### config.mk
export PLATFORM = sky130hd
export DESIGN_NAME = uart_tx_fc
export DESIGN_NICKNAME = d
export VERILOG_FILES = /design/src/rtl/uart_tx_fc.sv
export SDC_FILE = /design/constraint.sdc
export NUM_CORES = 1
export LEC_CHECK = 0
export BUFFER_PORTS_ARGS = -buffer_cell sky130_fd_sc_hd__buf_2
export CORE_AREA = 2 2 128 130
export DETAILED_ROUTE_END_ITERATION = 8
export DIE_AREA = 0 0 130 132
export GPL_TIMING_DRIVEN = 0
export SETUP_SLACK_MARGIN = 0.3
export SLEW_MARGIN = 10
export SYNTH_ARGS = -nofsm -noshare
export SYNTH_HDL_FRONTEND = slang
export SYNTH_SLANG_ARGS = --single-unit
### constraint.sdc
create_clock -name clk -period 4 [get_ports clk]
set_input_delay 0.6 -clock clk [delete_from_list [all_inputs] [get_ports clk]]
set_output_delay 0.6 -clock clk [all_outputs]
set_load 0.02 [all_outputs]
### src/rtl/uart_tx_fc.sv
module uart_tx_fc #(
  parameter int DEPTH = 16
) (
  input  logic       clk,
  input  logic       rst_n,
  input  logic       wr_en,
  input  logic [7:0] wr_data,
  input  logic       baud_tick,
  input  logic       cts,
  input  logic       flow_en,
  input  logic       fifo_en,
  input  logic [1:0] wlen,
  input  logic       two_stop,
  input  logic       par_en,
  input  logic       par_even,
  input  logic       brk,
  output logic       txd,
  output logic       busy,
  output logic       full
);
  localparam int AW = (DEPTH > 1) ? $clog2(DEPTH) : 1;
  localparam int CW = $clog2(DEPTH + 1);

  localparam logic [2:0] S_IDLE  = 3'd0;
  localparam logic [2:0] S_START = 3'd1;
  localparam logic [2:0] S_DATA  = 3'd2;
  localparam logic [2:0] S_PAR   = 3'd3;
  localparam logic [2:0] S_STOP  = 3'd4;

  logic [7:0]    mem [DEPTH];
  logic [AW-1:0] wp, rp;
  logic [CW-1:0] cnt;

  logic [2:0] st;
  logic [2:0] bit_cnt;
  logic       stop2;
  logic [7:0] shreg;
  logic [1:0] wlen_q;
  logic       two_q, par_en_q, par_q;
  logic       line;

  wire [CW-1:0] cap   = fifo_en ? CW'(DEPTH) : CW'(1);
  wire          empty = (cnt == '0);
  wire          push  = wr_en && !full;
  wire          start_ok  = !empty && (!flow_en || cts);
  wire          stop_last = !two_q || stop2;
  wire          load = baud_tick && start_ok &&
                       ((st == S_IDLE) || (st == S_STOP && stop_last));
  wire [7:0]    head   = mem[rp];
  wire [7:0]    masked = head & (8'hFF >> (2'd3 - wlen));
  wire          last_data = (bit_cnt == ({1'b0, wlen_q} + 3'd4));

  assign full = (cnt >= cap);
  assign busy = !empty || (st != S_IDLE);
  assign txd  = brk ? 1'b0 : line;

  always_ff @(posedge clk) begin
    if (push) mem[wp] <= wr_data;
  end

  always_ff @(posedge clk or negedge rst_n) begin
    if (!rst_n) begin
      wp  <= '0;
      rp  <= '0;
      cnt <= '0;
    end else begin
      if (push) wp <= (wp == AW'(DEPTH - 1)) ? '0 : wp + 1'b1;
      if (load) rp <= (rp == AW'(DEPTH - 1)) ? '0 : rp + 1'b1;
      cnt <= cnt + CW'(push) - CW'(load);
    end
  end

  always_ff @(posedge clk or negedge rst_n) begin
    if (!rst_n) begin
      st       <= S_IDLE;
      bit_cnt  <= '0;
      stop2    <= 1'b0;
      shreg    <= '0;
      wlen_q   <= '0;
      two_q    <= 1'b0;
      par_en_q <= 1'b0;
      par_q    <= 1'b0;
    end else if (load) begin
      st       <= S_START;
      shreg    <= head;
      wlen_q   <= wlen;
      two_q    <= two_stop;
      par_en_q <= par_en;
      par_q    <= (^masked) ^ ~par_even;
      bit_cnt  <= '0;
      stop2    <= 1'b0;
    end else if (baud_tick) begin
      case (st)
        S_START: begin
          st      <= S_DATA;
          bit_cnt <= '0;
        end
        S_DATA: begin
          shreg <= shreg >> 1;
          if (last_data) begin
            st    <= par_en_q ? S_PAR : S_STOP;
            stop2 <= 1'b0;
          end else begin
            bit_cnt <= bit_cnt + 3'd1;
          end
        end
        S_PAR: begin
          st    <= S_STOP;
          stop2 <= 1'b0;
        end
        S_STOP: begin
          if (stop_last) st <= S_IDLE;
          else           stop2 <= 1'b1;
        end
        default: st <= S_IDLE;
      endcase
    end
  end

  always_comb begin
    case (st)
      S_START: line = 1'b0;
      S_DATA:  line = shreg[0];
      S_PAR:   line = par_q;
      default: line = 1'b1;
    endcase
  end
endmodule

* Word-level counts from Yosys, hierarchy flattened *
Memories as Yosys holds them, arrays and structs flattened.
Cells that the tools add are included.

storage, ports and cells
  memories kept = 1
  bits in registers = 33
  output and inout port bits = 3
  input bits = 21
  bits in writable memories = 128

memories
  memory  depth  bits a word  rd ports  clocked after memory_dff  wr ports  RTL line  text
  mem     16     8            1         0                         1         30        logic [7:0] mem [DEPTH];

cells by class
  bitwise gates (word level) = 3
  reduce and logical (&&, ||, !) cells = 25
  equality and inequality tests = 11
  $add $sub $neg = 7
  $lt $le $gt $ge = 1
  shift operators = 1
  multiplexer cells = 25

operators with widths
  operator               number
  $mux W3                8
  $mux W8                3
  $ne A3 B3 Y1 const B   4
  $pmux W3 S4            1
  $add A4 B1 Y4 const B  2
  $and A8 B8 Y8          1
  $eq A4 B4 Y1 const B   2
  $mux W4                2
  $reduce_xor A8 Y1      1
  $shr A8 B2 Y8 const A  1
  $mux W1                7
  $eq A3 B2 Y1 const B   2
  $pmux W1 S3            2
  $pmux W3 S2            1
  $reduce_and A3 Y1      2
  $reduce_bool A3 Y1     2
  $add A5 B1 Y5          1
  $ge A5 B5 Y1           1
  $logic_and A1 B1 Y1    5
  $logic_not A5 Y1       1
  $mux W5                1
  $sub A5 B1 Y5          1
  $logic_not A1 Y1       4
  $logic_or A1 B1 Y1     4
  13 further kinds       14

* Longest topological paths before layout *
Gate-level depths: netlist (run 1).

  word-level depth = 7
  gate-level depth with buffers = 18

* Worst setup path after synthesis (run 1) *
No wires, ideal clock.

  path type = in2reg
  start = input fifo_en
  end = register cnt[4]
  data arrival time = 2,985 ps
  setup slack = 892 ps
  path buffers = 1
  stages = 18
  cell sequence = inv_1 -> ha_1 -> nand3b_1 -> o2111ai_1 -> a21oi_1 -> and2_1 -> clkbuf_1 -> inv_1 -> ha_1 -> inv_1 -> ha_1 -> inv_1 -> fa_1 -> nor2_1 -> nor2_1 -> nor2_1 -> nor2_1 -> xnor2_1

between the ends
  word-level cells in the longest chain between the ends = 6

ends and longest elaborated chain
  what                  RTL line  text
  start, declared       11        input logic fifo_en,
  $mux W5               42        wire [CW-1:0] cap = fifo_en ? CW'(DEPTH) : CW'(1);
  $ge A5 B5 Y1          53        assign full = (cnt >= cap);
  $logic_not A1 Y1      44        wire push = wr_en && !full;
  $logic_and A1 B1 Y1   44
  $add A5 B1 Y5         69        cnt <= cnt + CW'(push) - CW'(load);
  $sub A5 B1 Y5         69
  end signal, assigned  69
  end, declared         32        logic [CW-1:0] cnt;

No other way between the ends.
A chain may end at the register's enable or synchronous reset.

* Final worst setup path (run 1) *
  start = register cnt[1]
  end = register cnt[4]

between the ends
  word-level cells in the longest chain between the ends = 6
  elaborated cells between the ends (all ways) = 10

ends and longest elaborated chain
  what                                                                  RTL line
  parallel branches: the longest is 5 deep, another holds $ge A5 B5 Y1  --
  $sub A5 B1 Y5 (*)                                                     69

Mark *: on every way between the ends.

==> results.md, run 1 <==
- Max-Cap Viols: 0
- Die area: 0.01716 mm2
- Rel. slew slack: 37.77%
- Final worst path period need: 3269 ps
- CTS clk-pin slew, worst paths: 60 ps
- Worst Skew: 8.728 ps
- Post-route ant nets: 0
- Clock root buffer: clkbuf_16
- Worst-case clock buffer depth: 2
- Routability cong.: 0.8491
- Routed WL per cell: 20.02 um
- Post-synth EDFFs: 128
- Hold crit path type: input pin to async pin
- Final wirelength: 14,580 um
- Worst EP arrival: 3580 ps
- Outcome: completed
- Routed length on met2: 7231 um
- Seq/Total Area, Yosys: 66.91%
- Setup bufs post-CTS: 0
- Die height: 132 um
- Post-DP HPWL: 9746 um
- FP Rows: 46
- Peak VDD IR: 0.0003760 V
- Number of H-tree levels: 4
- Syn Inst Count: 451
- Vias in the first global route: 4,073
- Core area: 0.01571 mm2
- Final Hold Slack: 248.9 ps
- Final period util: 81.74%
- Setup CP Type: register to register
- Ys Warns: 0
- Final core occ: 51.28%
- Hold_buf cts: 0
- Cell Pwr Density: 740.0 mW/mm2
- Antenna violations before repair: 0
- Post-Syn Area: 0.006979 mm2
- Final Non-Filler Cells: 728
- FMAX: 0.3059 GHz
- CP Capture Type: register
- Number of antenna diodes: 0
- PostCTS Resize Cnt: 0
- Worst R2R End: cnt[4]$_DFF_PN0_
- DRT Pass-1 Iters: 4
- CTS tree: yes
- PortBufs: 22
- Layout cells sized above 1: 18.36%
- Drc violations: 0
- Worst Max-Slew Pin Slew: 930.0 ps
- Startpoint Class: register
- Main synth FF type: edfxtp_1
- Worst skew pair latency: 420 ps
- Total GRT Usage: 18.27%
- R2r setup slk: 730 ps
- Syn avg cell area: 15.47 um2
- # setup viols final: 0
- Mapped Nets: 489
- CP Max Fanout: 8
- Wire length on met1: 6430 um
- Pre-CTS setup slack: 388.6 ps
- Final WS setup: 730.6 ps
- Yosys reg bits: 161
- CP required: 4310 ps
- Io pins: 24
- Total CTS buffers: 17
- Post-synth ARST share: 20.50%
- Max Slew Vio Count: 0
- Layout area overhead: 15.45%
- Leakage Power: 2.932 nW
- Met3 wire length: 647 um
- Post-route setup TNS: 0 ps
- Vias per cell: 5.468
- Placed Cells: 696
- Die X-Extent: 130 um
- Top Layer Used: met4
- Drt initial violations: 341
- Clock sinks: 161
- Final Hold Vio Count: 0
- R2R cell count: 18
- GR Overflow Total: 0
- Yosys cell types: 52
- Pin count of the biggest net entering global routing: 34
- Reg2Reg Launch Point: cnt[1]$_DFF_PN0_
- Initial core utilization: 44.42%
- Layout Nets: 537
- Vias: 3,981
- RSZ-0062 raised after global routing: false
- Global-route wire length before repair: 22,810 um
==> stage by stage <==
stage               total power [mW]  area, um2
floorplan                      3.797       6979
global route                   6.298       8058
finish                         5.963       8058
CTS                            6.009       8055
global placement               4.280       7360
detailed placement             4.362       7463
==> kinds of logic after synthesis <==
group           synth area share (%)
simple gates                   5.916
xor+xnor                       2.205
mux                            12.66
compound gates                 6.185
buf+inv                        2.976
flops                          66.91
fa+ha+maj                      3.155
==> per-layer routing <==
layer,global-route usage (%),vias up
li1,-,1825
met1,24.33,2037
met2,29.52,97
met3,4.058,22
met4,6.631,0
met5,0,-
==> Yosys cell counts, types with 6 or more instances <==
| cell type | instances | area (um2) |
|---|---|---|
| edfxtp_1 | 128 | 3844 |
| dfrtp_1 | 33 | 825.8 |
| nand2_1 | 30 | 112.6 |
| nor2_1 | 25 | 93.84 |
| mux2i_1 | 23 | 230.2 |
| o21ai_0 | 23 | 115.1 |
| inv_1 | 22 | 82.58 |
| mux4_2 | 19 | 427.9 |
| ha_1 | 16 | 200.2 |
| clkbuf_1 | 11 | 41.29 |
| nand3_1 | 11 | 55.05 |
| a221oi_1 | 10 | 87.58 |
| xnor2_1 | 10 | 87.58 |
| a21oi_1 | 7 | 35.03 |
| and2_1 | 7 | 43.79 |
| mux4_1 | 6 | 157.7 |
| o21ai_1 | 6 | 30.03 |
==> area by class of cell <==
class                   instances  area, um2
fillers                      1315       7655
well taps                     216      270.3
inverters                      23      86.33
plain buffers                  23      123.9
clock inverters                13      158.9
repair buffers                 29      173.9
multi-input cells             244       2142
clock buffers                  19      432.9
flip-flops and latches        161       4669
==> cells in the final DEF (no fill, tap or decap), types with 11 or more instances in the layout <==
cell type and n:
o21ai_0 23, nor2_1 25, ha_1 16, mux4_2 19, buf_2 26, edfxtp_1 128, nand3_1 11, nand2_1 30
mux2i_1 23, clkbuf_1 13, dfrtp_1 33, clkbuf_16 17, inv_1 22
==> worst max-delay path by stage <==
| stage | startpoint | to | slack (ps) | cells after the start |
|---|---|---|---|---|
| final | cnt[1]$_DFF_PN0_ | cnt[4]$_DFF_PN0_ | 730 | 18 |
| after global routing | cnt[1]$_DFF_PN0_ | cnt[4]$_DFF_PN0_ | 380 | 18 |
| after global placement | fifo_en | mem[2][1]$_DFFE_PP_ | -90 | 10 |
| after floorplan | fifo_en | cnt[4]$_DFF_PN0_ | 890 | 18 |
| after CTS | cnt[2]$_DFF_PN0_ | cnt[4]$_DFF_PN0_ | 370 | 17 |
| after detailed placement | cnt[2]$_DFF_PN0_ | cnt[4]$_DFF_PN0_ | 390 | 17 |
==> power breakdown <==
group | internal (mW) | switching [mW]
clock | 0.982 | 0.647
sequential | 2.04 | 0.133
combinational | 0.969 | 1.19
==> worst max-delay path, stage by stage (launching register included) <==
cell	delay, ps
dfrtp_1	430
inv_1	120
ha_1	210
inv_1	50
o2111ai_1	110
a21oi_1	180
and2_1	150
clkbuf_1	270
inv_1	230
ha_1	330
inv_1	50
ha_1	150
inv_1	50
fa_1	390
nor2_1	130
nor2_1	50
nor2_1	80
nor2_1	50
xnor2_1	120
==> flip-flops by register name, indices dropped and copies added, names as in the netlist, 2 cells and up <==
| signal | flops |
|---|---|
| wlen_q | 2 |
| st | 3 |
| wp | 4 |
| mem | 128 |
| cnt | 5 |
| shreg | 8 |
| rp | 4 |
| bit_cnt | 3 |
No activity file was read; power rests on OpenSTA's default activity.
==> inputs of run 2 (changes only) <==
==> constraint.sdc (replaced) <==
create_clock -name clk -period 2.7 [get_ports clk]
set_input_delay 0.405 -clock clk [delete_from_list [all_inputs] [get_ports clk]]
set_output_delay 0.405 -clock clk [all_outputs]
set_load 0.02 [all_outputs]
==> results.md, run 2 (synthesis results as in run 1) <==
- Final worst path period need: 2702 ps
- Final period util: 100.1%
- Max-Cap Viols: 0
- Top Registers: mem x128, shreg x8, cnt x5
- Number of antenna diodes: 0
- Placed instance area: 0.007501 mm2
- Worst EP arrival: 3020 ps
- Layout cells sized above 1: 31.67%
- DRT Pass-1 Iters: 4
- Cell mode on critical path: nor2_1
- FMAX: 0.3702 GHz
- Initial core utilization: 44.42%
- Worst Max-Slew Pin Slew: 1048 ps
- PortBufs: 22
- Final wirelength: 14,210 um
- Routed WL per cell: 18.80 um
- # setup viols final: 1
- Leakage Power: 3.191 nW
- Die height: 132 um
- Setup CP Type: register to register
- Max incr delay on CP: 370 ps
- Worst-case clock buffer depth: 2
- Number of H-tree levels: 4
- Overall power: 9.433 mW
- Top reg by flops: mem
- Cell Pwr Density: 1083 mW/mm2
- Clock root buffer: clkbuf_16
- Reg2Reg Launch Point: cnt[0]$_DFF_PN0_
- Worst Setup SP: cnt[0]$_DFF_PN0_
- Final Hold Vio Count: 0
- Most common cell after layout, fill and taps aside: edfxtp_1
- FP Rows: 46
- Rel. slew slack: 30.10%
- CP Max Fanout: 4
- Drt initial violations: 320
- Slowest-stage cell, CP: dfrtp_1
- GR Overflow Total: 0
- Pin count of the biggest net entering global routing: 34
- Antenna violations before repair: 0
- Peak VDD IR: 0.0005306 V
- Core area: 0.01571 mm2
- CTS clk-pin slew, worst paths: 70 ps
- Vias in the first global route: 3,979
- Startpoint Class: register
- Die X-Extent: 130 um
- Layout Nets: 566
- Final Non-Filler Cells: 756
- Post-DP HPWL: 9458 um
- Max Slew Vio Count: 0
- Clock sinks: 161
- Vias: 4,036
- Global-route wire length before repair: 22,310 um
- Post-route setup TNS: -1.586 ps
- CP required: 3020 ps
- Final instance area: 0.008710 mm2
- CTS tree: yes
- Number of flip-flops in the largest register: 128
- Hold crit path type: input pin to async pin
- Failing checks: setup timing
- Outcome: finished, violations left
- Drc violations: 0
- Placed Cells: 692
- Total CTS buffers: 17
- Io pins: 24
- CP Capture Type: register
- Post-route ant nets: 0
- Total GRT Usage: 17.53%
- Hold_buf cts: 0
- Layout area overhead: 24.79%
- Routability cong.: 0.8105
- Worst skew pair latency: 430 ps
- Most frequent cells in the layout: edfxtp_1 (128), dfrtp_1 (33), nand2_1 (29)
- Worst Skew: 6.512 ps
- RSZ-0062 raised after global routing: true
- Crit path cell chain: inv_1 > ha_1 > nand3b_1 > o2111ai_2 > a21oi_2 > and2_4 > buf_8 > inv_8 > ha_4 > inv_2 > ha_4 > inv_2 > fa_2 > nor2_1 > nor2_1 > nor2_1 > nor2_1 > xnor2_1
- Die area: 0.01716 mm2
- Vias per cell: 5.339
- Final WS setup: -1.586 ps
## run 2: cell count changes in the layout (fill, tap and decap cells not counted), sizes merged
cell and change:
buf +32, clkinv -3, inv +7, clkbuf -5
bufinv -3
## run 2: area by class of cell
| cell class | instances | area [um2] |
|---|---|---|
| Buffer | 23 | 206.4 |
| Multi-Input combinational cell | 244 | 2397 |
| Timing Repair Buffer | 58 | 504.2 |
| Clock inverter | 14 | 141.4 |
| Sequential cell | 161 | 4669 |
| Inverter | 23 | 95.09 |
| Tap cell | 216 | 270.3 |
| Fill cell | 1241 | 7003 |
| Clock buffer | 17 | 425.4 |
## run 2: through the flow
stage               hold WS [ps]  util [%]  worst slack (ps)
global placement           463.6     47.48            -860.8
floorplan                  109.4         -             112.8
detailed placement         468.8     47.74            -318.2
finish                     48.34     55.43            -1.586
global route               120.4     55.43            -189.0
CTS                        80.72     53.46            -88.56
## run 2: timing repair
item | in CTS | in global routing
cloned | 0 | 0
pin swaps | 20 | 20
endpoints found under the setup margin | 130 | 141
resized for setup | 49 | 30
setup buffers | 13 | 20
## run 2: routing by layer
metal  routed length [um]  GRT usage, %
met1                 6380         23.73
met2                 7053         28.04
met3                  532         3.653
met4                  246         6.452
met5                    0             0
## run 2: path summary, 6_finish.rpt
check / to / slack (ps) / depth (start not counted)
setup / recovery: cnt[4]$_DFF_PN0_ / -2 / 18
hold / removal: cnt[4]$_DFF_PN0_ / 50 / 1
setup reg to reg: cnt[4]$_DFF_PN0_ / -2 / 18
hold reg to reg: shreg[0]$_DFFE_PN0P_ / 480 / 2
max in group asynchronous: rp[0]$_DFFE_PN0N_ / 2150 / 1
min in group clk: par_en_q$_DFFE_PN0N_ / 190 / 2
## run 2: critical path: cells and delay by family, from the launching register on
kind	cells	cell delay [ps]
fa+ha+maj	4	910
compound gates	2	300
xor+xnor	1	120
buf+inv	5	270
simple gates	6	590
flops	1	370
## run 2: power by group
part / switching [mW] / leakage [nW] / internal, mW
Combinational: 2.04 / 1.35 / 1.89
Sequential: 0.185 / 1.56 / 3.02
Clock: 1.07 / 0.278 / 1.23
Total: 3.30 / 3.19 / 6.13
==> inputs of run 3 (changes only) <==
--- a/config.mk
+++ b/config.mk
@@ -6,9 +6,10 @@
 export NUM_CORES = 1
 export LEC_CHECK = 0
 export BUFFER_PORTS_ARGS = -buffer_cell sky130_fd_sc_hd__buf_2
-export CORE_AREA = 2 2 128 130
+export CORE_AREA = 4 4 130 132
+export CTS_CLUSTER_SIZE = 12
 export DETAILED_ROUTE_END_ITERATION = 8
-export DIE_AREA = 0 0 130 132
+export DIE_AREA = 0 0 134 136
 export GPL_TIMING_DRIVEN = 0
 export SETUP_SLACK_MARGIN = 0.3
 export SLEW_MARGIN = 10
==> constraint.sdc (replaced) <==
create_clock -name clk -period 2.7 [get_ports clk]
set_input_delay 0.135 -clock clk [delete_from_list [all_inputs] [get_ports clk]]
set_output_delay 0.135 -clock clk [all_outputs]
set_load 0.02 [all_outputs]
==> results.md, run 3 (synthesis results as in run 1) <==
- Met3 Track Usage GR: 4.441%
- GRT met2 Usage: 26.56%
- Vias per cell: 5.358
- Post-route setup TNS: -31.37 ps
- # setup viols final: 1
- Overall power: 9.349 mW
- Met1 Track Usage GR: 22.15%
- Max incr delay on CP: 370 ps
- Worst Max-Slew Pin Slew: 1080 ps
- Max-Cap Viols: 0
- Slowest-stage cell, CP: dfrtp_1
- Worst EP arrival: 3040 ps
- Final period util: 101.2%
- Drt initial violations: 272
- Post-DP HPWL: 9488 um
- Startpoint Class: register
- Max Slew Vio Count: 0
- CP Capture Type: register
- Top reg by flops: mem
- Total CTS buffers: 17
- CTS tree: yes
- Most frequent cells in the layout: edfxtp_1 (128), dfrtp_1 (33), nand2_1 (28)
- Die area: 0.01822 mm2
- Layout cells sized above 1: 30.64%
- R2r setup slk: -30 ps
- Final WS setup: -31.37 ps
- Cell mode on critical path: nor2_1
- Worst skew pair latency: 430 ps
- Total GRT Usage: 16.63%
- Antenna violations before repair: 0
- Filler cell count in the final layout: 1,240
- Clock root buffer: clkbuf_16
- GR Overflow Total: 0
- Final Non-Filler Cells: 748
- Placed Cells: 689
- Final core occ: 54.83%
- Leakage Power: 3.118 nW
- Final Hold Vio Count: 0
- Failing checks: setup timing
- Clock sinks: 161
- Layout area overhead: 23.43%
- Drc violations: 0
- DRT Pass-1 Iters: 4
- Vias: 4,008
- Final wirelength: 14,050 um
- Number of H-tree levels: 4
- Post-route ant nets: 0
- Final worst path period need: 2731 ps
- Rel. slew slack: 27.42%
- Peak VDD IR: 0.0005439 V
- Critical path's top delay family: adder cells
- Layout Nets: 557
- RSZ-0062 raised after global routing: true
- Number of antenna diodes: 0
- FP Rows: 46
- CTS clk-pin slew, worst paths: 60 ps
- CP Max Fanout: 5
- Outcome: finished, violations left
- Io pins: 24
- WP buf/inv: 5
- Pin count of the biggest net entering global routing: 34
- Worst-case clock buffer depth: 2
- Core area: 0.01571 mm2
- Global-route wire length before repair: 22,690 um
- Crit path cell chain: inv_1 > ha_1 > nand3b_1 > o2111ai_2 > a21oi_2 > and2_4 > buf_8 > inv_8 > ha_4 > inv_2 > ha_4 > inv_2 > fa_2 > nor2_2 > nor2_1 > nor2_1 > nor2_1 > xnor2_1
- Worst Skew: 10.55 ps
- Setup CP Type: register to register
- FMAX: 0.3661 GHz
- Most common cell after layout, fill and taps aside: edfxtp_1
- Die height: 136 um
- CP required: 3010 ps
- Routed WL per cell: 18.78 um
- Routability cong.: 0.8675
- Initial core utilization: 44.42%
- Vias in the first global route: 4,121
- Top Registers: mem x128, shreg x8, cnt x5
- Hold crit path type: input pin to register
- PortBufs: 22
- Number of flip-flops in the largest register: 128
- GR peak layer: met2
- Cell Pwr Density: 1085 mW/mm2
- Die X-Extent: 134 um
[run 3: metrics by stage]
stage	instance area, um2	hold WS, ps	worst slack (ps)
2_1_floorplan	7076	-160.6	118.7
3_3_place_gp	7456	250.8	-390.2
3_5_place_dp	7461	268.3	-436.1
4_1_cts	8428	9.681	-42.97
5_1_grt	8615	53.95	-197.0
6_report	8615	31.75	-31.37
[run 3: final timing paths]
check / startpoint / end / cells past startpoint
max reg2reg: cnt[0]$_DFF_PN0_ / cnt[4]$_DFF_PN0_ / 18
min: baud_tick / st[1]$_DFFE_PN0P_ / 3
min in group asynchronous: rst_n / wp[0]$_DFFE_PN0P_ / 2
min reg2reg: two_q$_DFFE_PN0N_ / two_q$_DFFE_PN0N_ / 1
max in group asynchronous: rst_n / bit_cnt[1]$_DFFE_PN0P_ / 2
max: cnt[0]$_DFF_PN0_ / cnt[4]$_DFF_PN0_ / 18
[run 3: where the power goes]
group          total [mW]  switching (mW)  internal (mW)
clock                2.28            1.06           1.22
combinational        3.85            2.04           1.81
sequential           3.21           0.193           3.02
[run 3: worst register-to-register path, stage by stage, from the launching register on]
cell and delay, ps:
dfrtp_1 370, inv_1 50, ha_1 260, nand3b_1 100, o2111ai_2 110, a21oi_2 200, and2_4 170, buf_8 100
inv_8 40, ha_4 220, inv_2 60, ha_4 120, inv_2 30, fa_2 350, nor2_2 90, nor2_1 50
nor2_1 100, nor2_1 70, xnor2_1 120
[run 3: final cells by class]
type                       count  area [um2]  area share, %
inverter                      23       95.09          1.104
buffer                        23       181.4          2.106
tap                          216       270.3          3.137
sequential                   161        4669          54.20
clock buffer                  17       425.4          4.938
multi-input combinational    244        2396          27.81
clock inverter                15       140.1          1.627
timing repair buffer          49       436.7          5.069
[run 3: repair_timing]
action                                  4_1_cts  5_1_grt
hold buffers                                  5        0
gates resized for setup                      48       29
endpoints found under the hold margin        37        0
endpoints found under the setup margin      134      135
pin swaps                                    16       12
buffers inserted                             17        5
[run 3: metal layers]
layer	part of all wire, %	wire length, um
met5	0	0
met4	1.6	219
met3	5.3	743
met2	50	7079
met1	43	6008
